[config.mk]
export PLATFORM = sky130hd
export DESIGN_NAME = spi_regfront
export DESIGN_NICKNAME = d
export VERILOG_FILES = /design/src/rtl/spi_regfront.sv
export SDC_FILE = /design/constraint.sdc
export NUM_CORES = 1
export LEC_CHECK = 0
export BUFFER_PORTS_ARGS = -buffer_cell sky130_fd_sc_hd__buf_2
export CAP_MARGIN = 20
export CORE_ASPECT_RATIO = 0.7
export CORE_MARGIN = 2
export CORE_UTILIZATION = 40
export CTS_BUF_LIST = sky130_fd_sc_hd__clkbuf_8
export DETAILED_ROUTE_END_ITERATION = 10
export GPL_TIMING_DRIVEN = 0
export MAX_ROUTING_LAYER = met4
export PLACE_DENSITY = 0.55
export SLEW_MARGIN = 20
export SYNTH_ARGS = -nofsm -noshare
export SYNTH_HDL_FRONTEND = slang
export SYNTH_SLANG_ARGS = --single-unit
[constraint.sdc]
create_clock -name clk -period 14 [get_ports clk]
set_input_delay 2.8 -clock clk [delete_from_list [all_inputs] [get_ports clk]]
set_output_delay 2.8 -clock clk [all_outputs]
set_load 0.005 [all_outputs]
[src/rtl/spi_regfront.sv]
module spi_regfront #(
  parameter int DEPTH = 8,
  parameter int DW    = 32,
  parameter int AW    = 6
) (
  input  logic          clk,
  input  logic          rst_n,
  input  logic          bus_wr,
  input  logic          bus_rd,
  input  logic [AW-1:0] bus_addr,
  input  logic [DW-1:0] bus_wdata,
  output logic [DW-1:0] bus_rdata,
  output logic          eng_start,
  output logic [DW-1:0] eng_txword,
  input  logic          eng_done,
  input  logic [DW-1:0] eng_rxword,
  output logic [7:0]    cfg_ratio,
  output logic          cfg_capture_edge,
  output logic          cfg_idle_level,
  output logic          cfg_delay,
  output logic [5:0]    cfg_word_len,
  output logic [1:0]    cfg_bit_order,
  output logic [5:0]    cfg_tx_len,
  output logic [5:0]    cfg_rx_len,
  output logic          cfg_frame_edge,
  output logic          cs_level,
  output logic          irq
);
  localparam int PW = $clog2(DEPTH);
  localparam int CW = $clog2(DEPTH + 1);
  localparam logic [CW-1:0] FULL = CW'(DEPTH);
  localparam logic [PW-1:0] LAST = PW'(DEPTH - 1);
  localparam logic [AW-1:0] A_CTRL = AW'('h00);
  localparam logic [AW-1:0] A_CLK  = AW'('h04);
  localparam logic [AW-1:0] A_TXW  = AW'('h08);
  localparam logic [AW-1:0] A_RXW  = AW'('h0C);
  localparam logic [AW-1:0] A_FRM  = AW'('h10);
  localparam logic [AW-1:0] A_STAT = AW'('h14);
  localparam logic [AW-1:0] A_IE   = AW'('h18);
  localparam logic [AW-1:0] A_ISC  = AW'('h1C);
  localparam logic [AW-1:0] A_FCTL = AW'('h20);
  localparam logic [AW-1:0] A_DATA = AW'('h24);

  logic          en, fr_pol, fr_edge, ie_rc, ie_ovr;
  logic          fl_rc, fl_ovr, fl_txc, txfl_q, rxfl_q, busy;
  logic [3:0]    tx_th, rx_th;
  logic [DW-1:0] tx_mem [DEPTH];
  logic [DW-1:0] rx_mem [DEPTH];
  logic [PW-1:0] tx_wp, tx_rp, rx_wp, rx_rp;
  logic [CW-1:0] tx_cnt, rx_cnt, rx_cnt_nx;
  logic          unused_hi;

  assign unused_hi = ^bus_wdata[DW-1:16];

  wire wr_ctrl = bus_wr && bus_addr == A_CTRL;
  wire wr_clk  = bus_wr && bus_addr == A_CLK;
  wire wr_txw  = bus_wr && bus_addr == A_TXW;
  wire wr_rxw  = bus_wr && bus_addr == A_RXW;
  wire wr_frm  = bus_wr && bus_addr == A_FRM;
  wire wr_ie   = bus_wr && bus_addr == A_IE;
  wire wr_isc  = bus_wr && bus_addr == A_ISC;
  wire wr_fctl = bus_wr && bus_addr == A_FCTL;
  wire wr_data = bus_wr && bus_addr == A_DATA;
  wire rd_data = bus_rd && bus_addr == A_DATA;

  wire tx_flush = wr_fctl && bus_wdata[12];
  wire rx_flush = wr_fctl && bus_wdata[4];
  wire tx_push  = wr_data && tx_cnt != FULL;
  wire tx_pop   = en && !busy && tx_cnt != '0 && !tx_flush;
  wire eng_fin  = busy && eng_done;
  wire rx_pop   = rd_data && rx_cnt != '0 && !rx_flush;
  wire rx_push  = eng_fin && (rx_cnt != FULL || rx_pop) && !rx_flush;
  wire ovr_evt  = eng_fin && rx_cnt == FULL && !rx_pop && !rx_flush;
  wire txc_evt  = eng_fin && tx_cnt == '0;
  assign rx_cnt_nx = rx_cnt + CW'(rx_push) - CW'(rx_pop);
  wire rc_evt   = rx_push && !rx_pop && rx_th != '0 && rx_cnt_nx == CW'(rx_th);
  wire rx_ready = rx_th != '0 && rx_cnt >= CW'(rx_th);

  function automatic logic [PW-1:0] nxt(input logic [PW-1:0] p);
    return (p == LAST) ? '0 : p + 1'b1;
  endfunction

  always_ff @(posedge clk or negedge rst_n) begin
    if (!rst_n) begin
      en <= 1'b0; cfg_ratio <= '0; cfg_capture_edge <= 1'b0; cfg_idle_level <= 1'b0;
      cfg_delay <= 1'b0; cfg_word_len <= '0; cfg_bit_order <= '0; cfg_tx_len <= '0;
      cfg_rx_len <= '0; fr_pol <= 1'b0; fr_edge <= 1'b0; ie_rc <= 1'b0; ie_ovr <= 1'b0;
      tx_th <= '0; rx_th <= '0; txfl_q <= 1'b0; rxfl_q <= 1'b0;
      fl_rc <= 1'b0; fl_ovr <= 1'b0; fl_txc <= 1'b0;
    end else begin
      if (wr_ctrl) en <= bus_wdata[0];
      if (wr_clk) begin
        cfg_ratio        <= bus_wdata[7:0];
        cfg_capture_edge <= bus_wdata[14];
        cfg_idle_level   <= bus_wdata[13];
        cfg_delay        <= bus_wdata[12];
      end
      if (wr_txw) begin
        cfg_word_len  <= bus_wdata[13:8];
        cfg_bit_order <= bus_wdata[7:6];
        cfg_tx_len    <= bus_wdata[5:0];
      end
      if (wr_rxw) cfg_rx_len <= bus_wdata[5:0];
      if (wr_frm) begin
        fr_pol  <= bus_wdata[15];
        fr_edge <= bus_wdata[14];
      end
      if (wr_ie) begin
        ie_rc  <= bus_wdata[3];
        ie_ovr <= bus_wdata[0];
      end
      if (wr_fctl) begin
        tx_th <= bus_wdata[11:8];
        rx_th <= bus_wdata[3:0];
      end
      txfl_q <= tx_flush;
      rxfl_q <= rx_flush;
      fl_rc  <= rc_evt  | (fl_rc  & ~(wr_isc & bus_wdata[3]));
      fl_ovr <= ovr_evt | (fl_ovr & ~(wr_isc & bus_wdata[0]));
      fl_txc <= txc_evt | (fl_txc & ~(wr_isc & bus_wdata[4]));
    end
  end

  always_ff @(posedge clk) begin
    if (tx_push) tx_mem[tx_wp] <= bus_wdata;
    if (rx_push) rx_mem[rx_wp] <= eng_rxword;
  end

  always_ff @(posedge clk or negedge rst_n) begin
    if (!rst_n) begin
      tx_wp <= '0; tx_rp <= '0; tx_cnt <= '0;
    end else if (tx_flush) begin
      tx_wp <= '0; tx_rp <= '0; tx_cnt <= '0;
    end else begin
      if (tx_push) tx_wp <= nxt(tx_wp);
      if (tx_pop)  tx_rp <= nxt(tx_rp);
      tx_cnt <= tx_cnt + CW'(tx_push) - CW'(tx_pop);
    end
  end

  always_ff @(posedge clk or negedge rst_n) begin
    if (!rst_n) begin
      rx_wp <= '0; rx_rp <= '0; rx_cnt <= '0;
    end else if (rx_flush) begin
      rx_wp <= '0; rx_rp <= '0; rx_cnt <= '0;
    end else begin
      if (rx_push) rx_wp <= nxt(rx_wp);
      if (rx_pop)  rx_rp <= nxt(rx_rp);
      rx_cnt <= rx_cnt_nx;
    end
  end

  always_ff @(posedge clk or negedge rst_n) begin
    if (!rst_n) begin
      busy <= 1'b0; eng_start <= 1'b0; eng_txword <= '0;
    end else begin
      eng_start <= tx_pop;
      if (tx_pop) begin
        busy       <= 1'b1;
        eng_txword <= tx_mem[tx_rp];
      end else if (eng_fin) begin
        busy <= 1'b0;
      end
    end
  end

  always_comb begin
    bus_rdata = '0;
    case (bus_addr)
      A_CTRL: bus_rdata[0] = en;
      A_CLK: begin
        bus_rdata[7:0] = cfg_ratio;
        bus_rdata[14]  = cfg_capture_edge;
        bus_rdata[13]  = cfg_idle_level;
        bus_rdata[12]  = cfg_delay;
      end
      A_TXW: begin
        bus_rdata[13:8] = cfg_word_len;
        bus_rdata[7:6]  = cfg_bit_order;
        bus_rdata[5:0]  = cfg_tx_len;
      end
      A_RXW: bus_rdata[5:0] = cfg_rx_len;
      A_FRM: begin
        bus_rdata[15] = fr_pol;
        bus_rdata[14] = fr_edge;
      end
      A_STAT: bus_rdata[0] = rx_cnt != '0;
      A_IE: begin
        bus_rdata[3] = ie_rc;
        bus_rdata[0] = ie_ovr;
      end
      A_ISC: begin
        bus_rdata[9] = rx_ready;
        bus_rdata[4] = fl_txc;
        bus_rdata[3] = fl_rc;
        bus_rdata[0] = fl_ovr;
      end
      A_FCTL: begin
        bus_rdata[12]   = txfl_q;
        bus_rdata[11:8] = tx_th;
        bus_rdata[4]    = rxfl_q;
        bus_rdata[3:0]  = rx_th;
      end
      A_DATA: if (rx_cnt != '0) bus_rdata = rx_mem[rx_rp];
      default: bus_rdata = '0;
    endcase
  end

  assign cfg_frame_edge = fr_edge;
  assign cs_level       = fr_pol;
  assign irq            = (fl_rc & ie_rc) | (fl_ovr & ie_ovr);
endmodule

# Word level (Yosys, flattened, before mapping)
# Memories as Yosys holds them, arrays and structs flattened. A register that Yosys moved wholly into a read port is not among the register bits.
# Cells that the tools add are included.
# classes
add_sub_neg	8
order_cmp	1
eq_ne	17
muxes	35
bitwise_logic	15
n_reduce_logical	45
# ops
op	count
$mux 3	12
$mux 32	1
$logic_and 1x1->1	29
$eq 6x5->1 const B	4
$mux 16	1
$add 3x1->3 const B	4
$eq 3x3->1 const B	4
$eq 6x4->1 const B	2
$eq 6x6->1 const B	2
$pmux 1 s4	3
$pmux 2 s3	2
$reduce_bool 4->1	3
$pmux 2 s5	1
$reduce_bool 2->1	5
$pmux 1 s3	3
$pmux 1 s9	1
$add 4x1->4	2
$and 1x1->1	8
$mux 4	2
$ne 4x4->1 const B	2
$sub 4x1->4	2
$pmux 1 s7	1
$eq 6x3->1 const B	1
$logic_not 6->1	1
11 further kinds	25
# totals
ff_bits	71
ram_bits	512
input_bits	75
word_cells	151
n_memories	2
# mem_list
memory	depth	word_bits	read_ports	rd_ports_with_merged_regs	wr	line_no	rtl
rx_mem	8	32	1	0	1	48	logic [DW-1:0] rx_mem [DEPTH];
tx_mem	8	32	1	1	1	47	logic [DW-1:0] tx_mem [DEPTH];

# Logic depth before layout (Yosys ltp)
# Gate-level depths: netlist of run 1.
# depth
ltp_word	13
ltp_mapped	14
ltp_nobuf	13

# Least setup slack after synthesis of run 1
# OpenSTA, ideal clock, no wires.
# synth_path
path_kind	input to register
startpoint	input port bus_addr[4]
endpoint	memory rx_mem[4][0], enable pin
setup_time_ns	0.513
arrival_time_ns	7.070
required_ns	13.487
slack_ns	6.417
path_stages	4
n_path_buf	0
cell_sequence	nor4b_4 a41o_1 nand3_1 nor4b_1
# synth_between
elab_chain_cells	10
elab_cells_between_ends	13
classes_between	eq/ne: 2; mux: 2; reduce/logical: 9
# synth_rtl
element	line_no	rtl
start: declaration	10	input logic [AW-1:0] bus_addr,
$eq 6x6->1	62	wire wr_fctl = bus_wr && bus_addr == A_FCTL;
$logic_and 1x1->1	62	
$logic_and 1x1->1	67	wire rx_flush = wr_fctl && bus_wdata[4];
$logic_not 1->1	71, 72	
$logic_and 1x1->1	71	wire rx_pop = rd_data && rx_cnt != '0 && !rx_flush;
$logic_or 1x1->1	72	wire rx_push = eng_fin && (rx_cnt != FULL || rx_pop) && !rx_flush;
$logic_and 1x1->1	72	
$logic_and 1x1->1 (*)	72	
$mux 1 (*)	126	if (rx_push) rx_mem[rx_wp] <= eng_rxword;
$mux 1 (not written as such) (*)	126	
end: declaration	48	
# Mark *: on every way between the ends. The rest lies on a longest branch, timed or not.

# Worst setup path after layout of run 1
# layout_path
startpoint	input port bus_addr[2]
endpoint	output port bus_rdata[15]
# layout_between
elab_chain_cells	2
elab_cells_between_ends	3
classes_between	eq/ne: 2; mux: 1
# layout_rtl
element	line_no	rtl
$eq 6x6->1 / $eq 6x5->1 (equally long branches)	169	case (bus_addr)
$pmux 1 s2 (*)	169	
end: declaration	12	output logic [DW-1:0] bus_rdata,
# Marked as above.

==> run summary, run 1 <==
Status: finished clean
DRT Pass-1 Iters: 5
DRC: 0
Post-CTS Setup Bufs: 0
Post-Syn Nets: 1290
Worst Setup End Kind: output pin
P_leak: 10.3 nW
Worst rel slew slack: 0.282
Synth warn: 0
DP Area: 27000 µm²
Slack of the critical path: 5.95 ns
Synth Register Bits: 615
Initial DRC count: 1006
Max Buffers Root-to-Sink: 3
Post-synth ARST share: 0.167
Post_cts resized: 0
Post-synth top area share: 0.631
CP max FO: 10
Layout cell share with drive strength beyond 1: 0.393
Slew @ Worst Pin: 1.08 ns
Total Power: 4.55 mW
Crit path launch type: primary input
Hold Buf Count CTS: 0
PD cells: 158 nW/µm²
Worst hold path type: flop to flop
Yosys top cell by area: edfxtp_1
Final Hold Fails: 0
Tcrit/Tclk final: 0.575
Slew Viols, Final: 0
CTS buffer count: 95
Die Wd: 299 µm
Die Area: 63000 µm²
Multi-input logic area: 6160 µm²
Worst-path clk slew: 0.06 ns
Worst-Skew Late Latency: 0.70 ns
Tmin final: 8.05 ns
Largest net degree at the start of global routing: 58
DR vias/cell: 5.22
Required @ worst endpoint: 11.20 ns
Max Cap Viol: 0
Fill cell count: 5107
H-tree levels: 3
Final WL: 57700 µm
Vias post-DR: 12600
Vias in the first global route: 13000
Row cnt: 75
Finished layout cell area: 28800 µm²
Fmax: 124 MHz
Register area: 18000 µm²
Initial Utilization: 0.406
CTS tree: yes
CP Data Arrival Time: 5.25 ns
Peak supply drop: 0.0000851 V
Overflow after GRT: 0
Place WS: 5.96 ns
Core ar.: 60100 µm²
Mean routed wirelength per cell: 23.9 µm
I/O Pins: 174
Mapped Cells: 1188
Top-count cell post-synth: edfxtp_1
Area growth syn-to-layout: 18.0%
TritonCTS Sinks: 615
Clock Skews: 0.0461 ns
Setup-failing EPs final: 0
Die Ht: 211 µm
Antenna violations before repair: 6
Hold slack: 0.488 ns
Number of synthesized flops with an enable pin: 512
Crit path kind: primary input to output pin
CTS root buf: clkbuf_8
Fin Setup TNS: 0 ns
Detailed Place HPWL: 40300 µm
Unrepaired setup endpoints after global routing: false
Synth area leaders: edfxtp_1, mux4_2, dfrtp_1
Port Buffer Count: 173
Netlist Area Pre-Place: 24400 µm²
Cell variety after synth: 58
Average cell area after synthesis: 20.5 µm²
Sequential-to-total area share from yosys stat: 0.736
RePlAce Congestion: 0.814
All-layer global routing usage: 0.192
First-pass GRT wire length: 85600 µm
Top FF cell, synth: edfxtp_1
Commonest cells in the netlist: edfxtp_1, mux4_2, mux2_2
Fin nets: 1617
Detail Route Antenna Nets: 0
==> path summary, 6_finish.rpt <==
path                            cells after the start  slack [ns]           start        endpoint
min in group asynchronous                           1        2.06           rst_n   eng_txword[6]
worst min register to register                      1        0.49  eng_txword[25]  eng_txword[25]
worst max register to register                     14       10.41       rx_cnt[2]           fl_rc
worst min-delay path                                1        0.49  eng_txword[25]  eng_txword[25]
worst max-delay path                                8        5.95     bus_addr[2]   bus_rdata[15]
max in group asynchronous                           2       11.23           rst_n        rx_rp[0]
==> cells in the final DEF (no fill, tap or decap), types with 12 or more instances in the layout <==
cell and count:
a22oi_1 12, buf_4 30, a21oi_1 14, mux4_2 128
mux2i_1 37, clkbuf_1 30, clkinv_1 19, inv_1 65
buf_2 195, dfrtp_1 103, edfxtp_1 512, clkbuf_8 100
buf_6 15, nor2_1 29, mux2_2 108, ha_1 25
nand2_1 14
==> through the flow <==
| step | utilization | cells |
|---|---|---|
| 3_3_place_gp | 0.437 | 2169 |
| 5_1_grt | 0.479 | 2408 |
| 6_report | 0.479 | 2409 |
| 2_1_floorplan | - | 1188 |
| 3_5_place_dp | 0.450 | 2226 |
| 4_1_cts | 0.479 | 2403 |
==> worst max-delay path, stage by stage <==
cell      delay, ns
buf_2          0.16
nor2b_1        0.17
clkbuf_1       0.29
buf_2          0.35
nand3_1        0.31
clkbuf_1       0.41
o21ai_0        0.54
buf_2          0.21
==> cell type report <==
class,count,area share
Buffer,57,0.00991
Inverter,22,0.00287
Clock buffer,100,0.0478
Antenna cell,6,0.000522
Multi-Input combinational cell,494,0.214
Sequential cell,615,0.624
Tap cell,808,0.0351
Clock inverter,77,0.0133
Timing Repair Buffer,230,0.0525
==> sequential cells by signal, summed over array words and instances (netlist names), 2 cells and up <==
signal and cells:
rx_mem 256, tx_mem 256, eng_txword 32, cfg_ratio 8
cfg_rx_len 6, cfg_tx_len 6, cfg_word_len 6, rx_cnt 4
rx_th 4, tx_cnt 4, tx_th 4, rx_rp 3
rx_wp 3, tx_rp 3, tx_wp 3, cfg_bit_order 2
==> power by group <==
part           switching, mW  total, mW  leakage, nW  internal [mW]
clock                  0.682       1.38         1.05          0.699
combinational          0.473      0.984         3.34          0.511
sequential            0.0764       2.18         5.91           2.11
==> logic make-up after synthesis <==
kind of cell,share of synthesized area
xor+xnor,0.00308
simple gates,0.0263
mux,0.185
compound gates,0.0196
fa+ha+maj,0.0145
flops,0.736
buf+inv,0.0151
==> layer usage <==
layer,vias to the layer above,part of all wire,GRT usage
li1,5527,-,-
met1,6677,0.49,0.284
met2,300,0.43,0.267
met3,67,0.059,0.0481
met4,0,0.014,0.0433
met5,-,0,-
Power figures use the tool's default switching activity.
==> run 2, diff against run 1 <==
Settings changed: ABC_AREA from default to 1.
Clock period 14 ns to 8.05 ns, I/O delays scaled along.
==> run 2 against run 1 <==
Net effect:
- sequential share of layout area shrank 1.6 points
- synthesized cell count increased by 81%
- hold slack got worse by 0.013 ns
- sequential cell count unchanged
- register-to-register slack got worse by 5.9 ns
- combinational power grew to 2.6 times the previous value
- highest routed layer unchanged
==> run summary, run 2 <==
Status: finished clean
All-layer global routing usage: 0.247
Post-synth ARST share: 0.167
Synth warn: 0
Total Power: 8.86 mW
Mapped Cells: 2156
RR Endpoint: fl_rc
Post-CTS Setup Bufs: 0
Peak supply drop: 0.000126 V
Layout cell share with drive strength beyond 1: 0.166
Antenna violations before repair: 4
Worst Setup End Kind: output pin
Fin nets: 2578
Proportion of synthesized area in mux cells: 0.000449
Crit path kind: primary input to output pin
Simple-gate share of the synthesized area: 0.144
Final WL: 78100 µm
Vias in the first global route: 16900
First-pass GRT wire length: 112000 µm
CP Data Arrival Time: 3.66 ns
Complex-gate fraction of the synthesized area: 0.0877
Worst hold path depth: 2
Synth Register Bits: 615
Detailed Place HPWL: 54900 µm
Hold Crit Start: eng_txword[19]
Top FF cell, synth: edfxtp_1
Number of synthesized flops with an enable pin: 512
Post-Synth XOR/XNOR Area: 0.00105
PD cells: 300 nW/µm²
Core ar.: 61800 µm²
Most common cell after layout, fill and taps aside: edfxtp_1
Mean routed wirelength per cell: 23.1 µm
Tmin final: 5.27 ns
Slew Viols, Final: 0
Reg2reg setup slack: 4.48 ns
Die Wd: 303 µm
Hold Buf Count CTS: 0
Post-synth top area share: 0.612
I/O Pins: 174
DRT Pass-1 Iters: 5
P_leak: 11.4 nW
Average cell area after synthesis: 11.6 µm²
DRC: 0
Fin util: 0.478
Port Buffer Count: 172
Top-count cell post-synth: edfxtp_1
TritonCTS Sinks: 615
Worst-Skew Late Latency: 0.70 ns
Commonest cells in the netlist: edfxtp_1, nor2_1, o21ai_0
Crit path launch type: primary input
Netlist Area Pre-Place: 25100 µm²
Most frequent cells in the layout: edfxtp_1, nor2_1, o21ai_0, nand2_1, buf_2
Vias post-DR: 18200
Reg2reg path depth: 17
Biggest regs: rx_mem (256), tx_mem (256), eng_txword (32)
H-tree levels: 3
Required @ worst endpoint: 6.44 ns
Largest family of logic cells by synthesized area: simple AND/OR/NAND/NOR gates
Die Ht: 214 µm
Post_cts resized: 0
CTS tree: yes
Max Cap Viol: 0
Largest net degree at the start of global routing: 63
Detail Route Antenna Nets: 0
Worst hold path type: flop to flop
Clock Skews: 0.0542 ns
Worst rel slew slack: 0.322
Overflow after GRT: 0
Hold EP: eng_txword[19]
Post-Syn Nets: 2258
Cell variety after synth: 42
Area growth syn-to-layout: 17.6%
CTS buffer count: 96
Initial Utilization: 0.406
Fmax: 190 MHz
Unrepaired setup endpoints after global routing: false
Initial DRC count: 2015
Yosys top cell by area: edfxtp_1
Tcrit/Tclk final: 0.654
Fin Setup TNS: 0 ns
Die Area: 64800 µm²
Setup-failing EPs final: 0
FF-to-FF Start: rx_cnt[2]
Slew @ Worst Pin: 1.02 ns
Row cnt: 76
Post-Synth Adder-Cell Area: 0.0141
Sequential-to-total area share from yosys stat: 0.715
Hold slack: 0.475 ns
Final Hold Fails: 0
Worst-path clk slew: 0.06 ns
DR vias/cell: 5.39
CTS root buf: clkbuf_8
Max Buffers Root-to-Sink: 3
Synth area leaders: edfxtp_1, dfrtp_1, nor2_1
CP max FO: 10
RePlAce Congestion: 0.885
-- run 2: cell count changes in the layout (fill, tap and decap cells not counted), moves of 15 or more --
cell and change:
nor2_1 +404, mux2_2 -108, mux4_2 -128, clkbuf_1 +20
buf_1 +15, a21oi_1 +32, inv_1 +81, mux2i_1 -37
o21ai_0 +265, o211ai_1 +38, nand2_1 +219, o21ai_1 +29
nand3_1 +150
-- run 2: area by class of cell --
type | count | area [µm²]
multi-input combinational | 1311 | 6300
sequential | 615 | 18000
fill | 5573 | 32300
timing repair buffer | 222 | 1520
inverter | 117 | 442
tap | 819 | 1020
buffer | 113 | 512
clock inverter | 70 | 328
clock buffer | 105 | 1450
antenna | 4 | 10.0
-- run 2: worst max-delay path by stage --
stage	from	end	slack, ns	cells past startpoint
2_1_floorplan	bus_addr[1]	tx_mem[4][0]	3.08	7
3_3_place_gp	bus_addr[1]	tx_mem[5][6]	0.15	8
3_5_place_dp	bus_addr[1]	bus_rdata[12]	2.88	8
4_1_cts	bus_addr[1]	bus_rdata[12]	2.88	8
5_1_grt	bus_addr[1]	bus_rdata[12]	2.74	8
6_report	bus_addr[1]	bus_rdata[12]	2.78	8
-- run 2: layer usage --
metal / up-vias / wire length [µm] / GRT usage
li1: 8194 / - / -
met1: 8979 / 37600 / 0.391
met2: 902 / 31200 / 0.320
met3: 108 / 7500 / 0.0464
met4: 0 / 1700 / 0.0644
met5: - / 0 / -
-- run 2: worst max-delay path, stage by stage --
cell and delay [ns]:
buf_2 0.12, nor2_4 0.18, nand3_1 0.16, nor2_1 0.55, buf_2 0.43, nand3_1 0.17, nand2_1 0.24, buf_2 0.17
-- run 2: logic make-up (layout without fill, tap and decap cells) --
| group | Yosys count | count (layout) |
|---|---|---|
| compound gates | 412 | 412 |
| xor+xnor | 3 | 3 |
| fa+ha+maj | 27 | 27 |
| buf+inv | 230 | 627 |
| flops | 615 | 615 |
| mux | 1 | 1 |
| other cells | 0 | 4 |
| simple gates | 868 | 868 |
-- run 2: metrics by stage --
| stage | area, µm² | setup slack [ns] | std cells |
|---|---|---|---|
| finish | 29500 | 2.78 | 3376 |
| global route | 29500 | 2.74 | 3376 |
| CTS | 29500 | 2.88 | 3372 |
| detailed placement | 27700 | 2.88 | 3197 |
| global placement | 27000 | 0.147 | 3147 |
| floorplan | 25100 | 3.08 | 2156 |
-- run 2: where the power goes --
group	total (mW)	leakage, nW	switching, mW	internal (mW)
combinational	2.54	4.48	1.78	0.761
sequential	3.84	5.90	0.142	3.70
clock	2.49	1.04	1.26	1.23
